**src/rtl/acc_alu.sv**
```systemverilog
module acc_alu #(
  parameter int W = 4,
  localparam int BW = (W > 1) ? $clog2(W) : 1
) (
  input  logic          clk,
  input  logic          rst_n,
  input  logic          op_valid,
  input  logic [3:0]    op,
  input  logic [W-1:0]  acc_in,
  input  logic [W-1:0]  opnd_in,
  input  logic [BW-1:0] bit_sel,
  output logic [W-1:0]  res,
  output logic          res_we,
  output logic          branch_take,
  output logic          cf,
  output logic          sf
);

  localparam logic [3:0] OP_LOAD = 4'd0;
  localparam logic [3:0] OP_ADD  = 4'd1;
  localparam logic [3:0] OP_ADDC = 4'd2;
  localparam logic [3:0] OP_SUBR = 4'd3;
  localparam logic [3:0] OP_INC  = 4'd4;
  localparam logic [3:0] OP_DEC  = 4'd5;
  localparam logic [3:0] OP_AND  = 4'd6;
  localparam logic [3:0] OP_OR   = 4'd7;
  localparam logic [3:0] OP_XOR  = 4'd8;
  localparam logic [3:0] OP_TBIT = 4'd9;
  localparam logic [3:0] OP_TCF  = 4'd10;
  localparam logic [3:0] OP_CLRC = 4'd11;
  localparam logic [3:0] OP_SETC = 4'd12;
  localparam logic [3:0] OP_JMP  = 4'd13;

  logic [W:0]   sum;
  logic [W:0]   cin;
  logic [W-1:0] res_n;
  logic         we_n, cf_n, sf_n;

  assign cin = {{W{1'b0}}, cf};

  always_comb begin
    sum   = '0;
    res_n = opnd_in;
    we_n  = 1'b0;
    cf_n  = cf;
    sf_n  = sf;
    unique case (op)
      OP_LOAD: begin we_n = 1'b1; sf_n = 1'b1; end
      OP_ADD: begin
        sum = {1'b0, acc_in} + {1'b0, opnd_in};
        res_n = sum[W-1:0]; we_n = 1'b1; sf_n = ~sum[W];
      end
      OP_ADDC: begin
        sum = {1'b0, acc_in} + {1'b0, opnd_in} + cin;
        res_n = sum[W-1:0]; we_n = 1'b1; cf_n = sum[W]; sf_n = ~sum[W];
      end
      OP_SUBR: begin
        sum = {1'b0, opnd_in} + {1'b0, ~acc_in} + cin;
        res_n = sum[W-1:0]; we_n = 1'b1; cf_n = sum[W]; sf_n = sum[W];
      end
      OP_INC: begin
        sum = {1'b0, opnd_in} + {{W{1'b0}}, 1'b1};
        res_n = sum[W-1:0]; we_n = 1'b1; sf_n = ~sum[W];
      end
      OP_DEC: begin
        sum = {1'b0, opnd_in} + {1'b0, {W{1'b1}}};
        res_n = sum[W-1:0]; we_n = 1'b1; sf_n = sum[W];
      end
      OP_AND: begin res_n = acc_in & opnd_in; we_n = 1'b1; sf_n = |res_n; end
      OP_OR:  begin res_n = acc_in | opnd_in; we_n = 1'b1; sf_n = |res_n; end
      OP_XOR: begin res_n = acc_in ^ opnd_in; we_n = 1'b1; sf_n = |res_n; end
      OP_TBIT: sf_n = ~opnd_in[bit_sel];
      OP_TCF:  sf_n = cf;
      OP_CLRC: begin cf_n = 1'b0; sf_n = 1'b1; end
      OP_SETC: begin cf_n = 1'b1; sf_n = 1'b1; end
      OP_JMP:  sf_n = 1'b1;
      default: ;
    endcase
  end

  assign res         = res_n;
  assign res_we      = op_valid & we_n;
  assign branch_take = op_valid & (op == OP_JMP) & sf;

  always_ff @(posedge clk or negedge rst_n) begin
    if (!rst_n) begin
      cf <= 1'b0;
      sf <= 1'b1;
    end else if (op_valid) begin
      cf <= cf_n;
      sf <= sf_n;
    end
  end

  a_r12_idle_hold: assert property (@(posedge clk) disable iff (!rst_n)
    !op_valid |=> $stable(cf) && $stable(sf));

  a_r12_reserved_hold: assert property (@(posedge clk) disable iff (!rst_n)
    op_valid && op >= 4'd14 |=> $stable(cf) && $stable(sf));

  a_r3_sf_inverts_cf: assert property (@(posedge clk) disable iff (!rst_n)
    op_valid && op == OP_ADDC |=> sf == !cf);

  a_r4_sf_equals_cf: assert property (@(posedge clk) disable iff (!rst_n)
    op_valid && op == OP_SUBR |=> sf == cf);

  a_r9_cf_copied: assert property (@(posedge clk) disable iff (!rst_n)
    op_valid && op == OP_TCF |=> sf == $past(cf) && $stable(cf));

  a_r10_flag_write: assert property (@(posedge clk) disable iff (!rst_n)
    op_valid && (op == OP_CLRC || op == OP_SETC) |=> sf && cf == $past(op == OP_SETC));

  a_r11_branch_sets_sf: assert property (@(posedge clk) disable iff (!rst_n)
    op_valid && op == OP_JMP |=> sf && $stable(cf));

  a_r8_no_writeback: assert property (@(posedge clk) disable iff (!rst_n)
    op_valid && op >= OP_TBIT |-> !res_we);

endmodule

```
**config.mk**
```make
export PLATFORM = sky130hd
export DESIGN_NAME = acc_alu
export DESIGN_NICKNAME = d
export VERILOG_FILES = /design/src/rtl/acc_alu.sv
export SDC_FILE = /design/constraint.sdc
export NUM_CORES = 1
export LEC_CHECK = 0
export BUFFER_PORTS_ARGS = -buffer_cell sky130_fd_sc_hd__buf_2
export CELL_PAD_IN_SITES_DETAIL_PLACEMENT = 2
export CELL_PAD_IN_SITES_GLOBAL_PLACEMENT = 2
export CORE_MARGIN = 10
export CORE_UTILIZATION = 32
export CTS_BUF_LIST = sky130_fd_sc_hd__clkbuf_2
export CTS_CLUSTER_DIAMETER = 30
export DETAILED_ROUTE_END_ITERATION = 8
export PLACE_DENSITY_LB_ADDON = 0.1
export RECOVER_POWER = 50
export SETUP_SLACK_MARGIN = 0.3
export SYNTH_ARGS = -nofsm -noshare
export SYNTH_HDL_FRONTEND = slang
export SYNTH_SLANG_ARGS = --single-unit
```
**constraint.sdc**
```tcl
create_clock -name clk -period 2.8 [get_ports clk]
set_clock_uncertainty 0.05 [all_clocks]
set_input_delay 0.42 -clock clk [delete_from_list [all_inputs] [get_ports clk]]
set_output_delay 0.42 -clock clk [all_outputs]
set_load 0.02 [all_outputs]
```
* Word level (Yosys, flattened, before mapping) *
Cells that the tools add are included.

word-level totals
  input bits = 17
  register bits after elaboration = 2
  word-level logic and storage cells = 49
  output and inout bits = 8

cells by class
  multiplexer cells = 6
  magnitude comparators = 1
  add/sub/neg operators = 6
  bitwise gates (word level) = 11
  reduce and logical (&&, ||, !) cells = 10
  eq/ne operators = 13

operators with widths
  operator                                                     count
  one-hot mux 4 bit (8 select lines)                           1
  == test 4 bit (second input constant)                        6
  == test 4 x 3 -> 1 bit (second input constant)               4
  OR reduction 4 bit                                           4
  one-hot mux 1 bit (11 select lines)                          1
  nonzero test 11 bit                                          1
  adder 4 x 4 -> 5 bit                                         2
  adder 5 x 1 -> 5 bit                                         2
  OR reduction 9 bit                                           1
  == test 4 x 2 -> 1 bit (second input constant)               2
  adder 4 x 1 -> 5 bit (second input constant)                 1
  adder 4 x 4 -> 5 bit (second input constant)                 1
  AND 4 bit                                                    1
  == test 4 x 1 -> 1 bit (second input constant)               1
  zero test 4 bit                                              1
  NOT 1 bit                                                    4
  NOT 4 bit                                                    1
  OR 4 bit                                                     1
  one-hot mux 1 bit (4 select lines)                           1
  AND reduction 2 bit                                          2
  nonzero test 4 bit                                           1
  bitwise XOR 4 bit                                            1
  AND 1 bit                                                    3
  less-than comparator 2 x 3 -> 1 bit (second input constant)  1
  2 further kinds                                              3

* Depth between registers and ports, before layout *
  depth in word-level cells = 4
  gate-level depth with buffers = 11

* Worst setup path before layout *
No wires, ideal clock.

  kind = in2out
  from = input port acc_in[0]
  to = output port res[1]
  data arrival time = 2.359 ns
  slack = -0.029 ns
  buffers on the path = 0
  stages = 8
  path through = ha_1 inv_1 fa_1 inv_1 ha_1 mux4_2 a22oi_1 o221ai_1

between the ends
  word-level cells in the longest chain between the ends = 4
  elaborated cells on any way between the ends = 6

ends and longest elaborated chain
  what                                  line  source
  start, declared                       9     input logic [W-1:0] acc_in,
  NOT 4 bit                             58    sum = {1'b0, opnd_in} + {1'b0, ~acc_in} + cin;
  adder 4 x 4 -> 5 bit                  58
  adder 5 x 1 -> 5 bit                  58
  one-hot mux 4 bit (8 select lines) *  47    unique case (op)
  end, declared                         12    output logic [W-1:0] res,

Every way passes the cells marked *; elsewhere a longest branch is shown, timed or not.

* Worst setup path after layout *
  from = input port opnd_in[0]
  to = output port res[1]

between the ends
  word-level cells in the longest chain between the ends = 3
  elaborated cells on any way between the ends = 7

ends and longest elaborated chain
  what                                            line        source
  start, declared                                 10          input logic [W-1:0] opnd_in,
  adder 4 x 4 -> 5 bit, on equally long branches  58, 50, 54
  adder 5 x 1 -> 5 bit, on equally long branches  58, 54
  one-hot mux 4 bit (8 select lines) *            47

Marked as above.

==> impl_metrics.toml <==
[floorplan]
fp.dieH_microns = 82.2
num_rows = 22
die_area_sq_um = 6750
ios = 25
start_util = 0.335
core_sq_um = 3690
die_width_microns = 82.2

[logic_synthesis]
syn_area_per_cell_sq_um = 7.31
synth_edf_count = 0
synth_top_family_by_area = "compound AO/OA/AOI/OAI gates"
yosys_warnings = 0
ys_seq_area_frac = 0.0415
synthesis.nets = 206
synthCells = 169
ys.flop_type = "dfstp_2"
synth_compound_area_frac = 0.278
synthMuxAreaShare = 0.0516
synth-simple-area-share = 0.237
synthArstFlopShare = 1.00
ys_ff_latch = 2
synth_xor_area_frac = 0.0769
synth_cell_types = 51
yosys.area_share.adder = 0.221
syn_area_sq_um = 1240

[grt]
grt_pass1_wl_microns = 9050
grt.total_usage = 0.173
antenna_found_initial = 0
grt_max_degree = 19
grt_pass1_vias = 1673
grt_overflow = 0

[placed_design]
gp_congestion = 0.874
placed_cells = 253
post-place-ws_ps = -217
dp_hpwl_microns = 4430
placedInstanceArea_sq_um = 1570
port_buffers = 24

[sta]
rsz0062_at_grt = "true"
min_period_ps = 2890
holdWs_ps = 459
worst_pin_slew_ps = 885
report.final.slew_viol_count = 0
period_share = 1.03
setup_slack_ps = -91.0
relSlewSlack = 0.410
hold_violations = 0
setup_viol = 2
fmax_mhz = 346

[routing]
totalWireLength_microns = 6150
vias = 1551
drc = 0
wl_per_cell_microns = 23.5
wl_met2_microns = 3170
wl_met3_microns = 319
first_iter_violations = 101
route.top_layer_used = "met4"
drt-vias-per-instance = 5.92
antenna_left = 0
wl_met1_microns = 2450
dr.pass1.iters = 4

[worst_setup_path]
crit_fanout = 3
worst_setup_path_end_kind = "output port"
worstRegToRegCells = 11
crit_type = "in2out"
start_kind = "input port"
crit_required_ps = 2330
cp.arrival_ps = 2420

[pwr]
power_density_nw_per_um2 = 297
power.total_uw = 524
ir_drop_mv = 0.0995
p_leak_uw = 0.000768

[layout]
drive_gt1_frac = 0.383
final_nets = 252
seq_area_sq_um = 51.3
finalNonFillerCells = 262
diodes = 0
fill_cells = 428
finish.instance_area_sq_um = 1760
multi_input_area_sq_um = 1200
syn2layout_area_growth_pct = 42.5

[min_path]
hp-class = "in2reg"
whs_path_depth = 2

[clock_tree]
cts_sinks = 2
numCtsBuffers = 3
cts_tree = "done"
clk_latency_ps = 210
htreeDepth = 1
path_clk_slew_ps = 40
clk_path_buf_depth = 2
root_buffer = "clkbuf_2"

[run_status]
status = "finished, violations left"
failed_checks = "negative setup slack"

[run]
maxCapViolCount = 0
what timing repair did:
| item | in CTS | in global routing |
|---|---|---|
| setup buffers | 2 | 2 |
| gates resized for setup | 24 | 13 |
| pin swaps | 11 | 11 |
| hold endpoints to repair | 1 | 0 |
| hold buffers | 1 | 0 |
| setup endpoints to repair | 5 | 5 |
registers in the layout (all words and copies together) (netlist names):
| signal | cells |
|---|---|
| cf | 1 |
| sf | 1 |
where the power goes:
| group | switching [uW] | total (uW) | internal, uW |
|---|---|---|---|
| combinational | 234 | 422 | 188 |
| sequential | 5.94 | 42.4 | 36.4 |
| clock | 21.6 | 59.0 | 37.4 |
path summary, 6_finish.rpt:
| path | start | end | slack [ps] |
|---|---|---|---|
| hold / removal | op_valid | cf$_DFFE_PN0P_ | 460 |
| hold reg to reg | sf$_DFFE_PN1P_ | sf$_DFFE_PN1P_ | 580 |
| setup / recovery | opnd_in[0] | res[1] | -90 |
| max in group asynchronous | rst_n | sf$_DFFE_PN1P_ | 2000 |
| min in group asynchronous | rst_n | cf$_DFFE_PN0P_ | 470 |
| setup reg to reg | cf$_DFFE_PN0P_ | cf$_DFFE_PN0P_ | 410 |
synth_stat cells (5+ instances only):
cell	n	area [sq um]
nor2_1	13	48.8
nor3_1	5	25.0
o21ai_0	12	60.1
nand2_1	16	60.1
nand2b_1	5	31.3
buf_2	6	30.0
xnor2_1	5	43.8
ha_1	17	213
inv_1	16	60.1
nor2b_1	5	31.3
per-layer routing:
layer | global-route usage | vias up
met3 | 0.0205 | 18
met2 | 0.294 | 63
met4 | 0.0850 | 0
met1 | 0.212 | 780
met5 | 0 | -
li1 | - | 690
cells in the final DEF (no fill, tap or decap), types with 2 or more instances in the layout:
cell | netlist | final
buf_4 | 1 | 26
nand2_1 | 16 | 16
ha_1 | 17 | 14
buf_2 | 6 | 14
nor2_1 | 13 | 13
inv_1 | 16 | 10
o21ai_0 | 12 | 10
inv_2 | 0 | 6
nor2b_1 | 5 | 5
nor3_1 | 5 | 5
nand2b_1 | 5 | 5
xnor2_1 | 5 | 4
o211ai_1 | 4 | 4
clkbuf_2 | 0 | 4
clkbuf_1 | 2 | 4
nand3_1 | 4 | 3
xor2_1 | 4 | 3
a21oi_1 | 4 | 3
ha_4 | 0 | 3
buf_6 | 1 | 3
a22oi_1 | 3 | 2
or3_1 | 2 | 2
xor2_2 | 1 | 2
nor3b_4 | 0 | 2
mux2i_1 | 3 | 2
a211oi_1 | 2 | 2
nand4_1 | 2 | 2
o22ai_1 | 3 | 2
o311a_1 | 2 | 2
a31oi_1 | 2 | 2
fa_2 | 0 | 2
buf_8 | 0 | 2
worst max-delay path: stages:
cell      delay [ps]
buf_8             80
ha_4             140
inv_2             40
fa_2             550
inv_2             50
ha_4             200
mux4_2           460
a22oi_2          190
o221ai_2         110
buf_4            170
area by class of cell:
| cell class | instances | share of cell area |
|---|---|---|
| flip-flops and latches | 2 | 0.0291 |
| clock buffers | 4 | 0.0114 |
| multi-input cells | 141 | 0.679 |
| inverters | 16 | 0.0341 |
| well taps | 48 | 0.0341 |
| repair buffers | 51 | 0.212 |
cell families after synthesis:
kind of cell	Yosys count
and+or+nand+nor	58
xor gates and xnor gates	10
AOI/OAI and AO/OA	48
DFF	2
adders and majority gates	20
buffers and inverters	26
muxes	5
per-stage QoR:
stage | TNS, ps | utilization
global placement | -157 | 0.426
global route | -393 | 0.478
CTS | -138 | 0.459
floorplan | 0 | -
finish | -127 | 0.478
detailed placement | -401 | 0.426
(Power assumes the default switching activity.)
